## src/rtl/g711_pkg.sv

```systemverilog
package g711_pkg;
    localparam int LIN_W    = 16;
    localparam int CODE_W   = 8;
    localparam int A_MAG_W  = 12;
    localparam int MU_MAG_W = 13;

    localparam logic [CODE_W-1:0]   A_LINE_MASK  = 8'h55;
    localparam logic [CODE_W-1:0]   MU_LINE_MASK = 8'h7F;
    localparam logic [MU_MAG_W-1:0] MU_CLIP      = 13'd8158;
    localparam logic [MU_MAG_W-1:0] MU_BIAS      = 13'd33;
    localparam logic [LIN_W-1:0]    MU_DEC_BIAS  = 16'h0084;

    typedef enum logic {
        LAW_MU = 1'b0,
        LAW_A  = 1'b1
    } law_e;

    function automatic logic [CODE_W-1:0] code_mask(input law_e law, input logic smag);
        if (smag)
            return '0;
        return (law == LAW_A) ? A_LINE_MASK : MU_LINE_MASK;
    endfunction
endpackage

```

## src/rtl/g711_cfg_reg.sv

```systemverilog
module g711_cfg_reg (
    input  logic clk,
    input  logic rst_n,
    input  logic we,
    input  logic law_d,
    input  logic smag_d,
    output logic law_q,
    output logic smag_q
);
    always_ff @(posedge clk or negedge rst_n) begin
        if (!rst_n) begin
            law_q  <= 1'b0;
            smag_q <= 1'b0;
        end else if (we) begin
            law_q  <= law_d;
            smag_q <= smag_d;
        end
    end
endmodule

```

## src/rtl/g711_encoder.sv

```systemverilog
module g711_encoder
    import g711_pkg::*;
(
    input  logic              clk,
    input  logic              rst_n,
    input  logic              law_a,
    input  logic              smag,
    input  logic              valid_i,
    input  logic [LIN_W-1:0]  lin_i,
    output logic              valid_o,
    output logic [CODE_W-1:0] code_o
);
    logic                pos;
    logic [A_MAG_W-1:0]  a_mag;
    logic [MU_MAG_W-1:0] mu_mag;
    logic [MU_MAG_W-1:0] mu_val;
    logic [2:0]          a_seg, mu_seg;
    logic [3:0]          a_mant, mu_mant;
    logic [CODE_W-1:0]   raw;
    logic [CODE_W-1:0]   code_d;
    logic                unused_lsb;

    assign unused_lsb = ^lin_i[1:0];
    assign pos = ~lin_i[LIN_W-1];

    // Magnitudes: one's complement for negative inputs keeps full scale in range
    always_comb begin
        a_mag  = pos ? lin_i[LIN_W-2 -: A_MAG_W]  : ~lin_i[LIN_W-2 -: A_MAG_W];
        mu_mag = pos ? lin_i[LIN_W-2 -: MU_MAG_W] : ~lin_i[LIN_W-2 -: MU_MAG_W];
        if (mu_mag > MU_CLIP)
            mu_mag = MU_CLIP;
        mu_val = mu_mag + MU_BIAS;
    end

    // Segment search: the highest set bit wins
    always_comb begin
        a_seg  = '0;
        a_mant = a_mag[4:1];
        for (int k = 1; k < 8; k++) begin
            if (a_mag[k+4]) begin
                a_seg  = 3'(k);
                a_mant = a_mag[k+3 -: 4];
            end
        end
    end

    always_comb begin
        mu_seg  = '0;
        mu_mant = mu_val[4:1];
        for (int k = 1; k < 8; k++) begin
            if (mu_val[k+5]) begin
                mu_seg  = 3'(k);
                mu_mant = mu_val[k+4 -: 4];
            end
        end
    end

    always_comb begin
        raw    = law_a ? {pos, a_seg, a_mant} : {pos, mu_seg, mu_mant};
        code_d = raw ^ code_mask(law_e'(law_a), smag);
    end

    always_ff @(posedge clk or negedge rst_n) begin
        if (!rst_n) begin
            valid_o <= 1'b0;
            code_o  <= '0;
        end else begin
            valid_o <= valid_i;
            if (valid_i)
                code_o <= code_d;
        end
    end
endmodule

```

## src/rtl/g711_decoder.sv

```systemverilog
module g711_decoder
    import g711_pkg::*;
(
    input  logic              clk,
    input  logic              rst_n,
    input  logic              law_a,
    input  logic              smag,
    input  logic              valid_i,
    input  logic [CODE_W-1:0] code_i,
    output logic              valid_o,
    output logic [LIN_W-1:0]  lin_o
);
    logic [CODE_W-1:0] raw;
    logic              pos;
    logic [2:0]        seg;
    logic [3:0]        mant;
    logic [LIN_W-1:0]  a_mag, mu_mag, mag, lin_d;

    always_comb begin
        raw  = code_i ^ code_mask(law_e'(law_a), smag);
        pos  = raw[7];
        seg  = raw[6:4];
        mant = raw[3:0];
        if (seg == 3'd0)
            a_mag = {8'd0, mant, 4'h8};
        else
            a_mag = {7'd0, 1'b1, mant, 4'h8} << (seg - 3'd1);
        mu_mag = (({9'd0, mant, 3'b000} + MU_DEC_BIAS) << seg) - MU_DEC_BIAS;
        mag    = law_a ? a_mag : mu_mag;
        lin_d  = pos ? mag : (16'd0 - mag);
    end

    always_ff @(posedge clk or negedge rst_n) begin
        if (!rst_n) begin
            valid_o <= 1'b0;
            lin_o   <= '0;
        end else begin
            valid_o <= valid_i;
            if (valid_i)
                lin_o <= lin_d;
        end
    end
endmodule

```

## src/rtl/g711_codec.sv

```systemverilog
module g711_codec
    import g711_pkg::*;
(
    input  logic              clk,
    input  logic              rst_n,
    input  logic              cfg_we,
    input  logic              cfg_law_d,
    input  logic              cfg_smag_d,
    input  logic              law_pin,
    input  logic              enc_valid_i,
    input  logic [LIN_W-1:0]  enc_lin_i,
    output logic              enc_valid_o,
    output logic [CODE_W-1:0] enc_code_o,
    input  logic              dec_valid_i,
    input  logic [CODE_W-1:0] dec_code_i,
    output logic              dec_valid_o,
    output logic [LIN_W-1:0]  dec_lin_o
);
    logic law_q, smag_q, law_eff;

    g711_cfg_reg u_cfg (
        .clk    (clk),
        .rst_n  (rst_n),
        .we     (cfg_we),
        .law_d  (cfg_law_d),
        .smag_d (cfg_smag_d),
        .law_q  (law_q),
        .smag_q (smag_q)
    );

    assign law_eff = law_q | law_pin;

    g711_encoder u_enc (
        .clk     (clk),
        .rst_n   (rst_n),
        .law_a   (law_eff),
        .smag    (smag_q),
        .valid_i (enc_valid_i),
        .lin_i   (enc_lin_i),
        .valid_o (enc_valid_o),
        .code_o  (enc_code_o)
    );

    g711_decoder u_dec (
        .clk     (clk),
        .rst_n   (rst_n),
        .law_a   (law_eff),
        .smag    (smag_q),
        .valid_i (dec_valid_i),
        .code_i  (dec_code_i),
        .valid_o (dec_valid_o),
        .lin_o   (dec_lin_o)
    );
endmodule

```

## config.mk

```make
export PLATFORM = sky130hd
export DESIGN_NAME = g711_codec
export DESIGN_NICKNAME = d
export VERILOG_FILES = /design/src/rtl/g711_pkg.sv /design/src/rtl/g711_cfg_reg.sv /design/src/rtl/g711_encoder.sv /design/src/rtl/g711_decoder.sv /design/src/rtl/g711_codec.sv
export SDC_FILE = /design/constraint.sdc
export NUM_CORES = 1
export LEC_CHECK = 0
export BUFFER_PORTS_ARGS = -buffer_cell sky130_fd_sc_hd__clkbuf_2
export CORE_MARGIN = 4
export CORE_UTILIZATION = 56
export CTS_BUF_LIST = sky130_fd_sc_hd__clkbuf_8
export DETAILED_ROUTE_END_ITERATION = 7
export PLACE_DENSITY = 0.78
export SLEW_MARGIN = 20
export SYNTH_ARGS = -nofsm -noshare
export SYNTH_HDL_FRONTEND = slang
export SYNTH_SLANG_ARGS = --single-unit
```

## constraint.sdc

```tcl
create_clock -name clk -period 5.7 [get_ports clk]
set_input_delay 0 -clock clk [delete_from_list [all_inputs] [get_ports clk]]
set_output_delay 0 -clock clk [all_outputs]
set_load 0.005 [all_outputs]
```

After elaboration in Yosys (flattened, before gate mapping). Index checks and enable logic that the tools add are counted.

Add/sub/neg operators: 5. $mul: 0. Divide/modulo/power cells: 0. $lt $le $gt $ge: 1. Equal/unequal tests: 0. Shift-type cells: 2. Muxes and demuxes: 38. Bitwise operators: 6. Reduce and logical (&&, ||, !) cells: 1.

Operator list (count): two-way mux 4 bit (13); two-way mux 16 bit (3); two-way mux 3 bit (10); two-way mux 13 bit (2); two-way mux 8 bit (2); left shift 16 x 3 -> 16 bit (1); left shift 9 x 3 -> 16 bit (1); subtractor 1 x 16 -> 16 bit (first input constant) (1); subtractor 16 x 8 -> 16 bit (second input constant) (1); bitwise XOR 8 bit (2); adder 13 x 6 -> 13 bit (second input constant) (1); greater-than comparator 13 bit (second input constant) (1); NOT 13 bit (1); two-way mux 12 bit (1); NOT 12 bit (1); adder 7 x 8 -> 9 bit (second input constant) (1); two-way mux 7 bit (1); two-way mux 6 bit (1); two-way mux 2 bit (2); logical NOT 3 bit (1); two-way mux 1 bit (3); subtractor 3 x 1 -> 3 bit (second input constant) (1); NOT 1 bit (1); bitwise OR 1 bit (1).

Bits in registers: 28. Bits in latches: 0. Memory bits (writable): 0. ROM bits: 0. Input port bits: 32. Output and inout port bits: 26. Logic and storage cells: 59. Memories: 0.

Depth between registers and ports, before layout.
Depth in word-level cells: 14. Depth in mapped cells: 20.

Modules after synthesis. From an unflattened synthesis, not the netlist that was laid out.

Cells, all modules: 661. Area total of the unflattened synthesis: 4790.8 sq um.

By module, submodules not included: g711_encoder (times used 1, cells an instance 356, area an instance 2476.1 sq um); g711_decoder (times used 1, cells an instance 300, area an instance 2235.9 sq um); g711_cfg_reg (times used 1, cells an instance 4, area an instance 72.6 sq um); g711_codec (times used 1, cells an instance 1, area an instance 6.3 sq um).

Worst setup path after synthesis. Ideal clock, no wire load.

Kind: flip-flop to flip-flop. Start point: register u_cfg.smag_q. End point: register u_dec.lin_o[11]. Library setup time: 0.125 ns. Arrival time: 3.941 ns. Path slack: 1.634 ns. Cell stages (with the launch flop): 18. Buffers on the path: 3. Clock period less this slack: 4.066 ns. Path through: dfrtp_1 > buf_2 > nor3_2 > xnor2_2 > inv_1 > buf_2 > ha_1 > ha_1 > clkbuf_1 > clkinv_1 > mux2_2 > o22a_1 > nor3_1 > a211oi_1 > and4_1 > a21oi_1 > xnor2_1 > mux2_2.

Longest elaborated chain between the ends: 9. Elaborated cells between the ends (all ways): 13.

Ends and longest elaborated chain: from (decl) (line g711_cfg_reg.sv:8) `output logic smag_q`; from (signal assigned) (line g711_cfg_reg.sv:16) `smag_q <= smag_d;`; two-way mux 1 bit (*) (line g711_pkg.sv:19) `if (smag)`; two-way mux 8 bit (*) (line g711_pkg.sv:21) `return (law == LAW_A) ? A_LINE_MASK : MU_LINE_MASK;`; bitwise XOR 8 bit (*) (line g711_decoder.sv:20) `raw = code_i ^ code_mask(law_e'(law_a), smag);`; adder 7 x 8 -> 9 bit / subtractor 3 x 1 -> 3 bit (equally long branches) (line g711_decoder.sv:28, g711_decoder.sv:27); left shift 16 x 3 -> 16 bit / left shift 9 x 3 -> 16 bit (equally long branches) (line g711_decoder.sv:28, g711_decoder.sv:27); subtractor 16 x 8 -> 16 bit / two-way mux 16 bit (equally long branches) (line g711_decoder.sv:28, g711_decoder.sv:24); two-way mux 16 bit (line g711_decoder.sv:29) `mag = law_a ? a_mag : mu_mag;`; subtractor 1 x 16 -> 16 bit (line g711_decoder.sv:30) `lin_d = pos ? mag : (16'd0 - mag);`; two-way mux 16 bit (*) (line g711_decoder.sv:30); to (signal assigned) (line g711_decoder.sv:40) `lin_o <= lin_d;`; to (decl) (line g711_decoder.sv:11) `output logic [LIN_W-1:0] lin_o`.

Every way passes the cells marked *; elsewhere a longest branch is shown, timed or not. A chain may end at the register's enable or synchronous reset.

Worst setup path after layout.
Start point: register u_cfg.law_q. End point: register u_dec.lin_o[12].

Longest elaborated chain between the ends: 10. Elaborated cells between the ends (all ways): 14.

Ends and longest elaborated chain: from (decl) (line g711_cfg_reg.sv:7) `output logic law_q,`; from (signal assigned) (line g711_cfg_reg.sv:15) `law_q <= law_d;`; bitwise OR 1 bit (*) (line g711_codec.sv:31) `assign law_eff = law_q | law_pin;`; two-way mux 6 bit (line g711_pkg.sv:21); two-way mux 8 bit (line g711_pkg.sv:21); bitwise XOR 8 bit (line g711_decoder.sv:20); adder 7 x 8 -> 9 bit / subtractor 3 x 1 -> 3 bit (equally long branches) (line g711_decoder.sv:28, g711_decoder.sv:27); left shift 16 x 3 -> 16 bit / left shift 9 x 3 -> 16 bit (equally long branches) (line g711_decoder.sv:28, g711_decoder.sv:27); subtractor 16 x 8 -> 16 bit / two-way mux 16 bit (equally long branches) (line g711_decoder.sv:28, g711_decoder.sv:24); two-way mux 16 bit (*) (line g711_decoder.sv:29); subtractor 1 x 16 -> 16 bit (line g711_decoder.sv:30); two-way mux 16 bit (*) (line g711_decoder.sv:30).

Marked as above.

==> results.py <==
metrics = {
    "detailed_routing": {
        "drc": 0,
        "vias_per_cell": 6.63,
        "drtAntennaViolNets": 0,
        "drtPass1Iterations": 5,
        "route.detailed.wl_per_inst_um": 17.1,
        "vias": 5016,
        "wirelength_mm": 13.0,
        "drtIter0Drc": 379,
    },
    "hold_path": {
        "hold_path.class": "in -> reg",
        "hold_depth": 1,
    },
    "cts": {
        "insertion_delay_ns": 0.28,
        "clk_pin_slew_ns": 0.09,
        "htree_num_levels": 1,
        "cts_tree": "yes",
        "cts_buffers": 3,
        "cts_buffer_depth": 2,
        "clockRootBuffer": "clkbuf_8",
        "cts_sinks": 26,
        "cts_resized": 0,
    },
    "pwr": {
        "powerDensity_nw_per_um2": 221,
        "peakVddDrop_uv": 121,
        "p_seq_share_pct": 24.5,
        "power_switching_uw": 475,
        "p_int_uw": 580,
        "p_comb_share_pct": 60.9,
        "power.share.switching_pct": 45.1,
        "power_mw": 1.06,
        "clkPwrFrac_pct": 14.6,
        "power_leakage_nw": 1.91,
    },
    "floorplanning": {
        "num_rows": 32,
        "fp.dieW_um": 97.3,
        "start_util_pct": 57.8,
        "num_io_pins": 58,
        "core-area_um2": 7730,
        "die_height_um": 97.3,
        "die_area_um2": 9470,
    },
    "final_layout": {
        "multi_input_area_um2": 3480,
        "nNetsFinal": 696,
        "final_util_pct": 61.8,
        "antenna_cells": 0,
        "final_cell_mix": "65 x nor2_1, 61 x nand2_1, 57 x a21oi_1",
        "fin_area_um2": 4770,
        "regArea_um2": 651,
        "area_growth_pct": 6.86,
        "drive_gt1_share_pct": 15.7,
        "fillers": 711,
        "final_common_cell": "nor2_1",
    },
    "synthesis": {
        "netlist_area_um2": 4470,
        "synth_ff_type": "dfrtp_1",
        "syn_inst": 642,
        "synth-seq-cells": 26,
        "yosys_warnings": 0,
        "synthDistinctLibCells": 92,
        "synth-edff-count": 0,
        "synth_top_area_share_pct": 14.6,
        "synth.avg_cell_area_um2": 6.96,
        "synth_area_leaders": "dfrtp_1 15%, a21oi_1 6.4%, o21ai_0 5.5%",
        "post-synth-top-area-cell": "dfrtp_1",
        "synthArstFlopShare_pct": 100,
        "synth_seq_area_share_pct": 14.6,
    },
    "placed_design": {
        "place_ws_ns": 0.995,
        "io_buffers": 53,
        "placed_area_um2": 4650,
        "place_hpwl_mm": 9.49,
        "gp_congestion": 0.949,
    },
    "grt": {
        "grt_pass1_wl_mm": 21.9,
        "grt_pass1_vias": 4492,
        "grt_antenna_before_repair": 0,
        "grt_max_degree": 61,
        "overflow": 0,
        "grt_use_total_pct": 26.4,
    },
    "critical_path": {
        "worstSetupPathType": "reg -> reg",
        "crit_required_ns": 5.87,
        "critPathCaptureType": "register",
        "path_max_fanout": 15,
        "cp_data_arrival_time_ns": 5.01,
        "reg2reg_depth": 14,
        "cp-start-kind": "register",
    },
    "sta": {
        "hold_viol": 0,
        "finalSetupTns_ns": 0,
        "clock_skew_ns": 0.00324,
        "final.min_clock_period_ns": 4.84,
        "rsz0062_at_grt": "false",
        "drv_slew": 0,
        "worst_pin_slew_ns": 0.998,
        "fmax_mhz": 207,
        "slew-limit-headroom_pct": 33.1,
        "layout_setup_ws_ns": 0.858,
        "post-route-period-util_pct": 84.9,
        "setup_viol": 0,
    },
    "run": {
        "drv_cap": 0,
    },
    "run_status": {
        "status": "finished, final reports clean",
    },
}
==> metal layers <==
layer	GRT usage [%]	vias up	part of all wire, %
met1	33.7	2344	41
li1	-	2417	-
met2	47.8	223	50
met4	6.39	0	2.2
met5	0	-	0
met3	2.30	32	6.4
==> metrics by stage <==
stage          hold slack [ns]  instances
2_1_floorplan           -0.296        643
3_3_place_gp            0.0342        748
3_5_place_dp            0.0530        748
4_1_cts                  0.117        757
5_1_grt                  0.162        757
6_report                 0.129        757
==> state kept, by name (all words and copies together), names as in the netlist <==
signal and flops:
u_cfg.law_q 1, u_cfg.smag_q 1, u_dec.lin_o 14, u_dec.valid_o 1
u_enc.code_o 8, u_enc.valid_o 1
==> path summary, 6_finish.rpt <==
check	start	endpoint	slack (ns)
worst min register to register	u_dec.lin_o[12]$_DFFE_PN0P_	u_dec.lin_o[12]$_DFFE_PN0P_	0.51
worst min-delay path	dec_valid_i	u_dec.valid_o$_DFF_PN0_	0.13
worst max-delay path	u_cfg.law_q$_DFFE_PN0P_	u_dec.lin_o[12]$_DFFE_PN0P_	0.86
max in group asynchronous	rst_n	u_dec.lin_o[7]$_DFFE_PN0P_	5.02
min in group asynchronous	rst_n	u_dec.lin_o[14]$_DFFE_PN0P_	0.27
worst max register to register	u_cfg.law_q$_DFFE_PN0P_	u_dec.lin_o[12]$_DFFE_PN0P_	0.86
==> power by group through the flow <==
stage | combinational (mW) | sequential, mW | clock, mW
after floorplan | 0.457 | 0.262 | 0
after global placement | 0.606 | 0.259 | 0
after detailed placement | 0.622 | 0.260 | 0
after CTS | 0.629 | 0.257 | 0.158
after global routing | 0.707 | 0.264 | 0.163
final | 0.643 | 0.258 | 0.154
==> critical path: stages, from the launching register on <==
cell and delay [ns]:
dfrtp_1 0.47, nor3_2 0.52, xnor2_2 0.28, inv_1 0.38, ha_1 0.24, ha_1 0.54, inv_1 0.18, ha_1 0.26
o21a_1 0.14, o31ai_1 0.57, and3_1 0.30, and3_1 0.24, a41oi_1 0.16, xnor2_1 0.17, mux2_2 0.27
==> area by class of cell <==
type	count	share of cell area, %
sequential	26	13.6
multi-input combinational	538	73.0
inverter	25	1.97
tap	102	2.67
timing repair buffer	62	7.23
clock inverter	1	0.629
clock buffer	3	0.865
==> kinds of logic after synthesis <==
logic type,Yosys count,share of synthesized area [%]
AND/OR/NAND/NOR,228,25.1
AO/OA/AOI/OAI,238,36.4
XOR/XNOR,39,8.49
buffers and inverters,79,7.51
other,1,0.0840
multiplexers,22,5.38
flip-flops,26,14.6
adder cells (fa/ha/maj),9,2.47
==> Yosys cell counts (7+ instances only) <==
| cell | n |
|---|---|
| nor2_1 | 65 |
| nand2_1 | 61 |
| a21oi_1 | 57 |
| o21ai_0 | 49 |
| clkbuf_1 | 32 |
| dfrtp_1 | 26 |
| inv_1 | 21 |
| xnor2_1 | 21 |
| nor3_1 | 17 |
| nand3_1 | 14 |
| xor2_1 | 13 |
| buf_2 | 12 |
| mux2_2 | 12 |
| a211oi_1 | 11 |
| a31oi_1 | 10 |
| o22ai_1 | 10 |
| a221oi_1 | 9 |
| mux2i_1 | 9 |
| and3_1 | 8 |
| ha_1 | 8 |
| o31ai_1 | 8 |
| a21o_1 | 7 |
| and2_1 | 7 |
| nor2b_1 | 7 |
| nor4_1 | 7 |
| or3_1 | 7 |
==> what timing repair did <==
item	in CTS	in global routing
buffers inserted	0	0
hold buffers	5	0
endpoints found under the hold margin	29	0
(Power assumes the default switching activity.)
